--- src/rtl/refsel_pkg.sv ---
package refsel_pkg;
    typedef enum logic [1:0] {
        ST_NOREF  = 2'd0,
        ST_AUTO   = 2'd1,
        ST_FORCED = 2'd2
    } sel_state_t;
endpackage

--- src/rtl/refsel_rank.sv ---
module refsel_rank #(
    parameter int N_REF  = 14,
    parameter int PRIO_W = 4,
    parameter int IDX_W  = 4
) (
    input  logic [N_REF-1:0]        valid_i,
    input  logic [N_REF*PRIO_W-1:0] prio_i,
    input  logic [IDX_W-1:0]        force_sel_i,
    output logic [N_REF-1:0]        elig_o,
    output logic [N_REF*PRIO_W-1:0] rank_o
);
    // Per-lane eligibility and effective rank; a forced lane ranks 0.
    for (genvar g = 0; g < N_REF; g++) begin : g_lane
        logic [PRIO_W-1:0] lane_prio;
        logic              force_hit;
        assign lane_prio = prio_i[g*PRIO_W +: PRIO_W];
        assign force_hit = (force_sel_i == IDX_W'(g + 1));
        assign elig_o[g] = force_hit | (valid_i[g] & (lane_prio != '0));
        assign rank_o[g*PRIO_W +: PRIO_W] = force_hit ? '0 : lane_prio;
    end
endmodule

--- src/rtl/refsel_pick.sv ---
module refsel_pick #(
    parameter int N_REF  = 14,
    parameter int PRIO_W = 4,
    parameter int IDX_W  = 4
) (
    input  logic [N_REF-1:0]        elig_i,
    input  logic [N_REF*PRIO_W-1:0] rank_i,
    output logic                    found_o,
    output logic [IDX_W-1:0]        idx_o,
    output logic [PRIO_W-1:0]       rank_o
);
    // Minimum search; strict compare keeps the lowest lane on ties.
    always_comb begin
        found_o = 1'b0;
        idx_o   = '0;
        rank_o  = '1;
        for (int i = 0; i < N_REF; i++) begin
            if (elig_i[i] && (!found_o || (rank_i[i*PRIO_W +: PRIO_W] < rank_o))) begin
                found_o = 1'b1;
                idx_o   = IDX_W'(i + 1);
                rank_o  = rank_i[i*PRIO_W +: PRIO_W];
            end
        end
    end
endmodule

--- src/rtl/refsel_fsm.sv ---
module refsel_fsm
    import refsel_pkg::*;
#(
    parameter int N_REF  = 14,
    parameter int PRIO_W = 4,
    parameter int IDX_W  = 4
) (
    input  logic                    clk,
    input  logic                    rst_n,
    input  logic [N_REF-1:0]        elig_i,
    input  logic [N_REF*PRIO_W-1:0] rank_i,
    input  logic                    best_found_i,
    input  logic [IDX_W-1:0]        best_idx_i,
    input  logic [PRIO_W-1:0]       best_rank_i,
    input  logic [IDX_W-1:0]        force_sel_i,
    input  logic                    revert_en_i,
    output logic [IDX_W-1:0]        sel_idx_o,
    output logic                    no_ref_o,
    output logic                    ref_failed_o
);
    sel_state_t        state_q, state_d;
    logic [IDX_W-1:0]  cur_q, cur_d;
    logic              fail_q, fail_d;
    logic              cur_elig;
    logic [PRIO_W-1:0] cur_rank;

    // Next-state and next-selection logic.
    always_comb begin
        cur_elig = 1'b0;
        cur_rank = '1;
        for (int i = 0; i < N_REF; i++) begin
            if (cur_q == IDX_W'(i + 1)) begin
                cur_elig = elig_i[i];
                cur_rank = rank_i[i*PRIO_W +: PRIO_W];
            end
        end
        cur_d  = cur_q;
        fail_d = 1'b0;
        unique case (state_q)
            ST_NOREF: begin
                if (best_found_i) begin
                    cur_d = best_idx_i;                          // acquire
                end
            end
            ST_AUTO, ST_FORCED: begin
                if (!cur_elig) begin
                    fail_d = 1'b1;                               // lose
                    cur_d  = best_found_i ? best_idx_i : '0;
                end else if (revert_en_i && best_found_i && (best_rank_i < cur_rank)) begin
                    cur_d = best_idx_i;                          // revert
                end
            end
            default: cur_d = '0;
        endcase
        if (cur_d == '0) begin
            state_d = ST_NOREF;
        end else if (cur_d == force_sel_i) begin
            state_d = ST_FORCED;
        end else begin
            state_d = ST_AUTO;
        end
    end

    // State register.
    always_ff @(posedge clk) begin
        if (!rst_n) begin
            state_q <= ST_NOREF;
            cur_q   <= '0;
            fail_q  <= 1'b0;
        end else begin
            state_q <= state_d;
            cur_q   <= cur_d;
            fail_q  <= fail_d;
        end
    end

    // Outputs.
    always_comb begin
        sel_idx_o    = cur_q;
        no_ref_o     = (state_q == ST_NOREF);
        ref_failed_o = fail_q;
    end

    assert_sel_range_R2: assert property (@(posedge clk) disable iff (!rst_n)
        sel_idx_o <= IDX_W'(N_REF));

    assert_hold_nonrevert_R4: assert property (@(posedge clk) disable iff (!rst_n)
        (!revert_en_i && (state_q != ST_NOREF) && cur_elig) |=> (sel_idx_o == $past(sel_idx_o)));

    assert_fail_needs_ref_R6: assert property (@(posedge clk) disable iff (!rst_n)
        ref_failed_o |-> ($past(sel_idx_o) != '0));

    assert_forced_no_fail_R9: assert property (@(posedge clk) disable iff (!rst_n)
        ((force_sel_i != '0) && (sel_idx_o == force_sel_i)) |=> !ref_failed_o);
endmodule

--- src/rtl/refsel_top.sv ---
module refsel_top #(
    parameter int N_REF  = 14,
    parameter int PRIO_W = 4,
    localparam int IDX_W = $clog2(N_REF + 1)
) (
    input  logic                    clk,
    input  logic                    rst_n,
    input  logic [N_REF-1:0]        ref_valid_i,
    input  logic [N_REF*PRIO_W-1:0] ref_prio_i,
    input  logic [IDX_W-1:0]        force_sel_i,
    input  logic                    revert_en_i,
    output logic [IDX_W-1:0]        sel_idx_o,
    output logic                    no_ref_o,
    output logic                    ref_failed_o
);
    logic [N_REF-1:0]        elig;
    logic [N_REF*PRIO_W-1:0] rank;
    logic                    best_found;
    logic [IDX_W-1:0]        best_idx;
    logic [PRIO_W-1:0]       best_rank;

    refsel_rank #(.N_REF(N_REF), .PRIO_W(PRIO_W), .IDX_W(IDX_W)) u_rank (
        .valid_i     (ref_valid_i),
        .prio_i      (ref_prio_i),
        .force_sel_i (force_sel_i),
        .elig_o      (elig),
        .rank_o      (rank)
    );

    refsel_pick #(.N_REF(N_REF), .PRIO_W(PRIO_W), .IDX_W(IDX_W)) u_pick (
        .elig_i  (elig),
        .rank_i  (rank),
        .found_o (best_found),
        .idx_o   (best_idx),
        .rank_o  (best_rank)
    );

    refsel_fsm #(.N_REF(N_REF), .PRIO_W(PRIO_W), .IDX_W(IDX_W)) u_fsm (
        .clk          (clk),
        .rst_n        (rst_n),
        .elig_i       (elig),
        .rank_i       (rank),
        .best_found_i (best_found),
        .best_idx_i   (best_idx),
        .best_rank_i  (best_rank),
        .force_sel_i  (force_sel_i),
        .revert_en_i  (revert_en_i),
        .sel_idx_o    (sel_idx_o),
        .no_ref_o     (no_ref_o),
        .ref_failed_o (ref_failed_o)
    );

    assert_empty_noref_R7: assert property (@(posedge clk) disable iff (!rst_n)
        (elig == '0) |=> no_ref_o);
endmodule

--- config.mk ---
export PLATFORM = sky130hd
export DESIGN_NAME = refsel_top
export DESIGN_NICKNAME = d
export VERILOG_FILES = /design/src/rtl/refsel_pkg.sv /design/src/rtl/refsel_rank.sv /design/src/rtl/refsel_pick.sv /design/src/rtl/refsel_fsm.sv /design/src/rtl/refsel_top.sv
export SDC_FILE = /design/constraint.sdc
export NUM_CORES = 1
export LEC_CHECK = 0
export BUFFER_PORTS_ARGS = -buffer_cell sky130_fd_sc_hd__buf_2
export CORE_UTILIZATION = 53
export DETAILED_ROUTE_END_ITERATION = 8
export PLACE_DENSITY_LB_ADDON = 0.05
export SLEW_MARGIN = 0
export SYNTH_ARGS = -nofsm -noshare
export SYNTH_HDL_FRONTEND = slang
export SYNTH_SLANG_ARGS = --single-unit
--- constraint.sdc ---
create_clock -name clk -period 26.3 [get_ports clk]
set_clock_uncertainty 0.15 [all_clocks]
set_input_delay 5.26 -clock clk [delete_from_list [all_inputs] [get_ports clk]]
set_output_delay 5.26 -clock clk [all_outputs]
set_load 0.01 [all_outputs]
Word level (Yosys, flattened, before mapping)
Cells that the tools add are included.

operators by class
  order comparisons = 14
  equal/unequal tests = 31
  multiplexer cells = 91
  bitwise gates (word level) = 29
  reduce and logical (&&, ||, !) cells = 60

operators with widths
  operator            count
  $mux 4              53
  $eq 4x4->1 const B  14
  $lt 4x4->1          14
  $reduce_bool 4->1   14
  $eq 4x3->1 const B  8
  $mux 1              30
  $eq 4x2->1 const B  4
  $logic_and 1x1->1   15
  $and 1x1->1         14
  $or 1x1->1          14
  $logic_not 1->1     13
  $logic_or 1x1->1    13
  $mux 3              4
  $eq 4x1->1 const B  2
  $pmux 4 s2          1
  $mux 2              3
  $eq 4x4->1          1
  $logic_not 4->1     1
  $reduce_or 2->1     2
  $eq 2x1->1 const B  1
  $eq 2x2->1 const B  1
  $logic_not 2->1     1
  $reduce_and 2->1    1
  $not 1->1           1

word-level totals
  register bits after elaboration = 7
  input bits = 77
  output and inout bits = 6
  logic and storage cells = 228

Logic depth before layout (Yosys ltp)
  word-level depth = 63
  mapped depth = 118
  gate-level depth less buffers = 113

Cells and area by module
A second synthesis with hierarchy kept.

second synthesis, totals
  cell total of the unflattened synthesis = 787
  area, all modules = 5487.8 um^2

by module, submodules not included
  module       times used  cells an instance  area an instance (um^2)  seq. area each (um^2)
  refsel_pick  1           454                3074.2                   0.0
  refsel_fsm   1           231                1620.3                   140.1
  refsel_rank  1           102                793.3                    0.0

Worst setup path before layout
No wires, ideal clock.

  path type = input -> register
  from = input port force_sel_i[1]
  to = register u_fsm.state_q[0]
  library setup time = 0.091 ns
  data arrival time = 26.045 ns
  required time = 26.059 ns
  setup slack = 0.014 ns
  cell stages on the path = 115
  buffers on the path = 6
  cells stage by stage = clkbuf_1 -> or4b_1 -> buf_2 -> o21ai_0 -> ha_1 -> a21oi_1 -> nand2_1 -> a221oi_2 -> nor2_1 -> mux2_2 -> ha_1 -> nand3_1 -> a211oi_2 -> o31ai_1 -> ha_1 -> nand3_1 -> a31oi_1 -> a21o_1 -> [79 not listed] -> and2_1 -> nand2_1 -> inv_1 -> o2111ai_1 -> o311a_1 -> nor2_1 -> a21oi_1 -> ha_1 -> a21o_1 -> nand2_1 -> nand3b_1 -> o21a_1 -> o41ai_1 -> a31oi_4 -> or3_1 -> a221oi_2 -> nor4_2 -> a311oi_1

on the way
  word-level cells in the longest chain between the ends = 62
  elaborated cells on any way between the ends = 176
  those cells by class = order compare: 14; eq/ne: 15; mux: 90; bitwise: 14; reduce/logical: 43

ends and longest elaborated chain
  element                                          line                                  source
  start: declaration                               refsel_top.sv:10                      input logic [IDX_W-1:0] force_sel_i,
  $eq 4x1->1                                       refsel_rank.sv:17                     assign force_hit = (force_sel_i == IDX_W'(g + 1));
  $mux 4 or $or 1x1->1 (tied branches)             refsel_rank.sv:19, refsel_rank.sv:18
  $mux 4 or $mux 1 (tied branches)                 refsel_pick.sv:18                     if (elig_i[i] && (!found_o || (rank_i[i*PRIO_W +: PRIO_W] < rank_o))) begin
  $lt 4x4->1 or $logic_not 1->1 (tied branches)    refsel_pick.sv:18
  $logic_or 1x1->1                                 refsel_pick.sv:18
  $logic_and 1x1->1                                refsel_pick.sv:18
  $mux 4 or $mux 1 (tied branches)                 refsel_pick.sv:18
  $lt 4x4->1 or $logic_not 1->1 (tied branches)    refsel_pick.sv:18
  [46 not listed]                                  -
  $mux 4 or $mux 1 (tied branches)                 refsel_pick.sv:18
  $lt 4x4->1 or $logic_and 1x1->1 (tied branches)  refsel_fsm.sv:49                      end else if (revert_en_i && best_found_i && (best_rank_i < cur_rank)) begin
  $logic_and 1x1->1                                refsel_fsm.sv:49
  $mux 4                                           refsel_fsm.sv:49
  $mux 4                                           refsel_fsm.sv:46                      if (!cur_elig) begin
  $pmux 4 s2                                       refsel_fsm.sv:39                      unique case (state_q)
  $eq 4x4->1 or $logic_not 4->1 (tied branches)    refsel_fsm.sv:57, refsel_fsm.sv:55
  $mux 2 or $reduce_or 2->1 (tied branches)        -
  end signal: assignment                           refsel_fsm.sv:71                      state_q <= state_d;
  end: declaration                                 refsel_fsm.sv:21                      sel_state_t state_q, state_d;

Several ways; a longest one is shown, not always the timed one.
A chain may end at the register's enable or synchronous reset.

Worst setup path in the final report
  from = input port force_sel_i[2]
  to = register u_fsm.state_q[0]

Same word-level chain as after synthesis.

==> results.py <==
metrics = {
    "critical_path": {
        "slowest_stage": "or4b_4",
        "r2r-start": "u_fsm.sel_idx_o[1]",
        "crit_path_end_kind": "flop",
        "reg2regPathDepth": 19,
        "path_max_fanout": 11,
        "worstSetupPathType": "in2reg",
        "r2r_setup_slack_ps": 21370,
        "required_ps": 26280,
        "slowest_delay_ps": 590,
        "crit_family": "compound AO/OA/AOI/OAI gates",
        "reg2reg_to": "u_fsm.state_q[0]",
        "crit_buf_inv": 5,
        "critPathArrivalTime_ps": 25340,
        "start_kind": "primary input",
    },
    "floorplan": {
        "io_pins": 83,
        "die_y_um": 94.99,
        "die_w_um": 94.99,
        "core_mm2": 0.008299,
        "die_area_mm2": 0.009023,
        "num_rows": 33,
        "start_util_pct": 55.22,
    },
    "yosys": {
        "synth_warnings": 0,
        "netlist.area_leader.share_pct": 9.500,
        "synth.distinct_cells": 94,
        "synthArstFlopShare_pct": 0,
        "synthCells": 712,
        "synthesis.area_mm2": 0.004583,
        "synth_edf_count": 0,
        "synth_area_leaders": "nand2_1 9.5%, ha_1 8.7%, a21oi_1 7.3%, nor2_1 6.1%, o21ai_0 4.8%",
        "ys.flop_type": "dfxtp_1",
        "syn_area_per_cell_um2": 6.437,
        "ys_ff_latch": 7,
        "synth_largest_area_cell": "nand2_1",
        "syn_nets": 821,
        "synth.yosys.seq_area_share_pct": 3.058,
    },
    "layout": {
        "fin_cells": 928,
        "drive_above_1_share_pct": 28.55,
        "multi_input_area_mm2": 0.004551,
        "nFillCells": 751,
        "syn2layout_area_growth_pct": 26.21,
        "fin_util_pct": 69.70,
        "final_cell_area_mm2": 0.005784,
        "nets": 933,
        "antenna_cells": 0,
        "regArea_um2": 140.1,
    },
    "cts": {
        "h-tree-depth": 1,
        "numCtsBuffers": 3,
        "root_buffer": "clkbuf_8",
        "clkLatencyLatePin_ps": 230,
        "cts_tree": "done",
        "clkTransAtPathRegs_ps": 40,
        "clock_path_buffers": 2,
        "clock_sinks": 7,
    },
    "placed_design": {
        "io_buffer_count": 82,
        "dpl_worst_slack_ps": -798.2,
        "hpwlAfterDp_um": 12820,
        "dp.cells": 912,
        "placed_cell_area_mm2": 0.005300,
        "place_congestion": 0.9882,
    },
    "pwr": {
        "clkPwrFrac_pct": 2.1,
        "p_leak_uw": 0.002595,
        "p_sw_share_pct": 54.99,
        "seqPwrFrac_pct": 3.4,
        "vdd_ir_drop_max_uv": 72.76,
        "p_int_uw": 331.0,
        "pwr-share-comb_pct": 94.5,
        "powerDensity_mw_per_mm2": 127.1,
        "switchingPower_uw": 404.4,
    },
    "timing": {
        "layout_setup_ws_ps": 945.2,
        "final_max_slew_viol_count": 0,
        "period_minus_slack_ps": 25350,
        "hold_viol_final": 0,
        "max_slew_margin_pct": 46.34,
        "worst_pin_slew_ps": 803.8,
        "period_share_pct": 96.41,
        "setup_viol": 0,
        "max_freq_mhz": 39.44,
        "holdWs_ps": 620.0,
    },
    "global_route": {
        "grt.total_usage_pct": 34.80,
        "grt_pass1_wl_um": 25450,
        "antenna_found_initial": 0,
        "grt_max_degree": 47,
        "grt_overflow": 0,
        "grt_pass1_vias": 5380,
    },
    "detailed_routing": {
        "wire_per_inst_um": 17.66,
        "antenna_left": 0,
        "avgViaCountPerCell": 6.540,
        "drc": 0,
        "routed_wl_um": 16390,
        "drt-initial-drc-count": 481,
        "firstDrtPassIters": 5,
        "dr_total_vias": 6069,
    },
    "worst_hold_path": {
        "hold_path_end": "u_fsm.sel_idx_o[1]",
        "hold_depth": 3,
        "hold_path_class": "reg2reg",
        "min_from": "u_fsm.sel_idx_o[1]",
    },
    "job": {
        "drv_cap": 0,
    },
    "outcome": {
        "run_status": "completed",
    },
}
==> layer usage <==
metal,routed length [um],vias to the layer above,GRT usage (%),part of all wire [%]
met1,7082,2815,46.94,43
li1,-,2933,-,-
met4,233,0,6.566,1.4
met2,7822,290,59.83,48
met3,1248,31,3.462,7.6
met5,0,-,0,0
==> synth_stat cells (3+ instances only) <==
master and instances:
a22oi_1 4, and2_1 30, nor2_1 75, nor4_1 5, o21a_1 10, nor3_1 12, a311oi_1 5, dfxtp_1 7
nand3b_1 4, a221o_1 3, clkbuf_1 19, nand3_1 20, o41ai_1 13, inv_1 32, a221oi_1 5, a211oi_1 9
a21oi_1 67, or2_2 3, buf_2 4, o211ai_1 6, nand2b_1 9, and3_1 7, mux2_2 7, a21o_1 17
a211o_1 6, ha_1 32, o21ai_0 44, a31oi_1 11, mux2i_1 5, nor3b_1 3, or3_1 6, o31ai_1 10
nand4_1 3, nor2b_1 9, o21ai_1 7, o22ai_1 3, a221oi_2 4, o21ai_2 4, nand2_1 116, a32oi_1 3
a2bb2oi_1 3
==> final cells by class <==
cell class                      count  share of cell area [%]
Clock buffer                        4                  0.7787
Inverter                           32                   2.077
Multi-Input combinational cell    648                   78.67
Sequential cell                     7                   2.423
Tap cell                          105                   2.271
Timing Repair Buffer              132                   13.78
==> worst max path at each step <==
stage | cells past startpoint | to | slack [ps] | from
final | 116 | u_fsm.state_q[0] | 950 | force_sel_i[2]
after detailed placement | 110 | u_fsm.state_q[0] | -800 | force_sel_i[0]
after global placement | 110 | u_fsm.state_q[0] | -100 | force_sel_i[0]
after CTS | 112 | u_fsm.state_q[0] | 8 | force_sel_i[0]
after floorplan | 115 | u_fsm.state_q[0] | 10 | force_sel_i[1]
after global routing | 116 | u_fsm.state_q[0] | -280 | force_sel_i[2]
==> metrics by stage <==
stage          TNS (ps)  total power [uW]
3_3_place_gp     -145.0             609.8
5_1_grt          -507.7             800.1
6_report              0             735.4
2_1_floorplan         0             466.0
4_1_cts               0             661.3
3_5_place_dp      -2369             628.6
==> power by group through the flow <==
stage | clock (uW) | sequential (uW) | combinational (uW)
after detailed placement | 0 | 25.2 | 603
after global placement | 0 | 25.1 | 585
final | 15.2 | 25.3 | 695
after floorplan | 0 | 19.9 | 446
after global routing | 16.3 | 26.4 | 757
after CTS | 15.5 | 25.1 | 621
==> cells by family (layout without fill, tap and decap cells) <==
| logic type | after synthesis | count (layout) | synth area share [%] |
|---|---|---|---|
| and+or+nand+nor | 315 | 315 | 32.71 |
| DFF | 7 | 7 | 3.058 |
| muxes | 17 | 17 | 4.696 |
| AOI/OAI and AO/OA | 281 | 281 | 45.18 |
| xor gates and xnor gates | 2 | 2 | 0.3823 |
| adders and majority gates | 33 | 33 | 8.954 |
| buffers and inverters | 57 | 168 | 5.023 |
==> tightest hold or removal path: stages (launching register included) <==
cell	delay, ps
dfxtp_1	300
buf_4	230
nand2_1	110
a21oi_1	70
==> registers in the layout, indices dropped and copies added (netlist names) <==
signal	count
u_fsm.ref_failed_o	1
u_fsm.sel_idx_o	4
u_fsm.state_q	2
==> cell usage in the layout (no fill, tap or decap), types with 10 or more instances in the layout <==
cell type and n:
and2_1 29, o21ai_0 34, o41ai_1 12, ha_1 28
buf_2 82, nor3_1 11, a21oi_2 18, nor2_1 72
nand2_1 112, inv_1 32, a21oi_1 51, buf_4 47
a21o_1 17, o21a_1 10, nand3_1 18
==> what timing repair did <==
item | 4_1_cts | 5_1_grt
endpoints found under the setup margin | 4 | 6
hold buffers | 0 | 0
gates cloned | 0 | 0
pin swaps | 1 | 27
gates resized for setup | 14 | 66
setup buffers | 0 | 13
(Power assumes the default switching activity.)
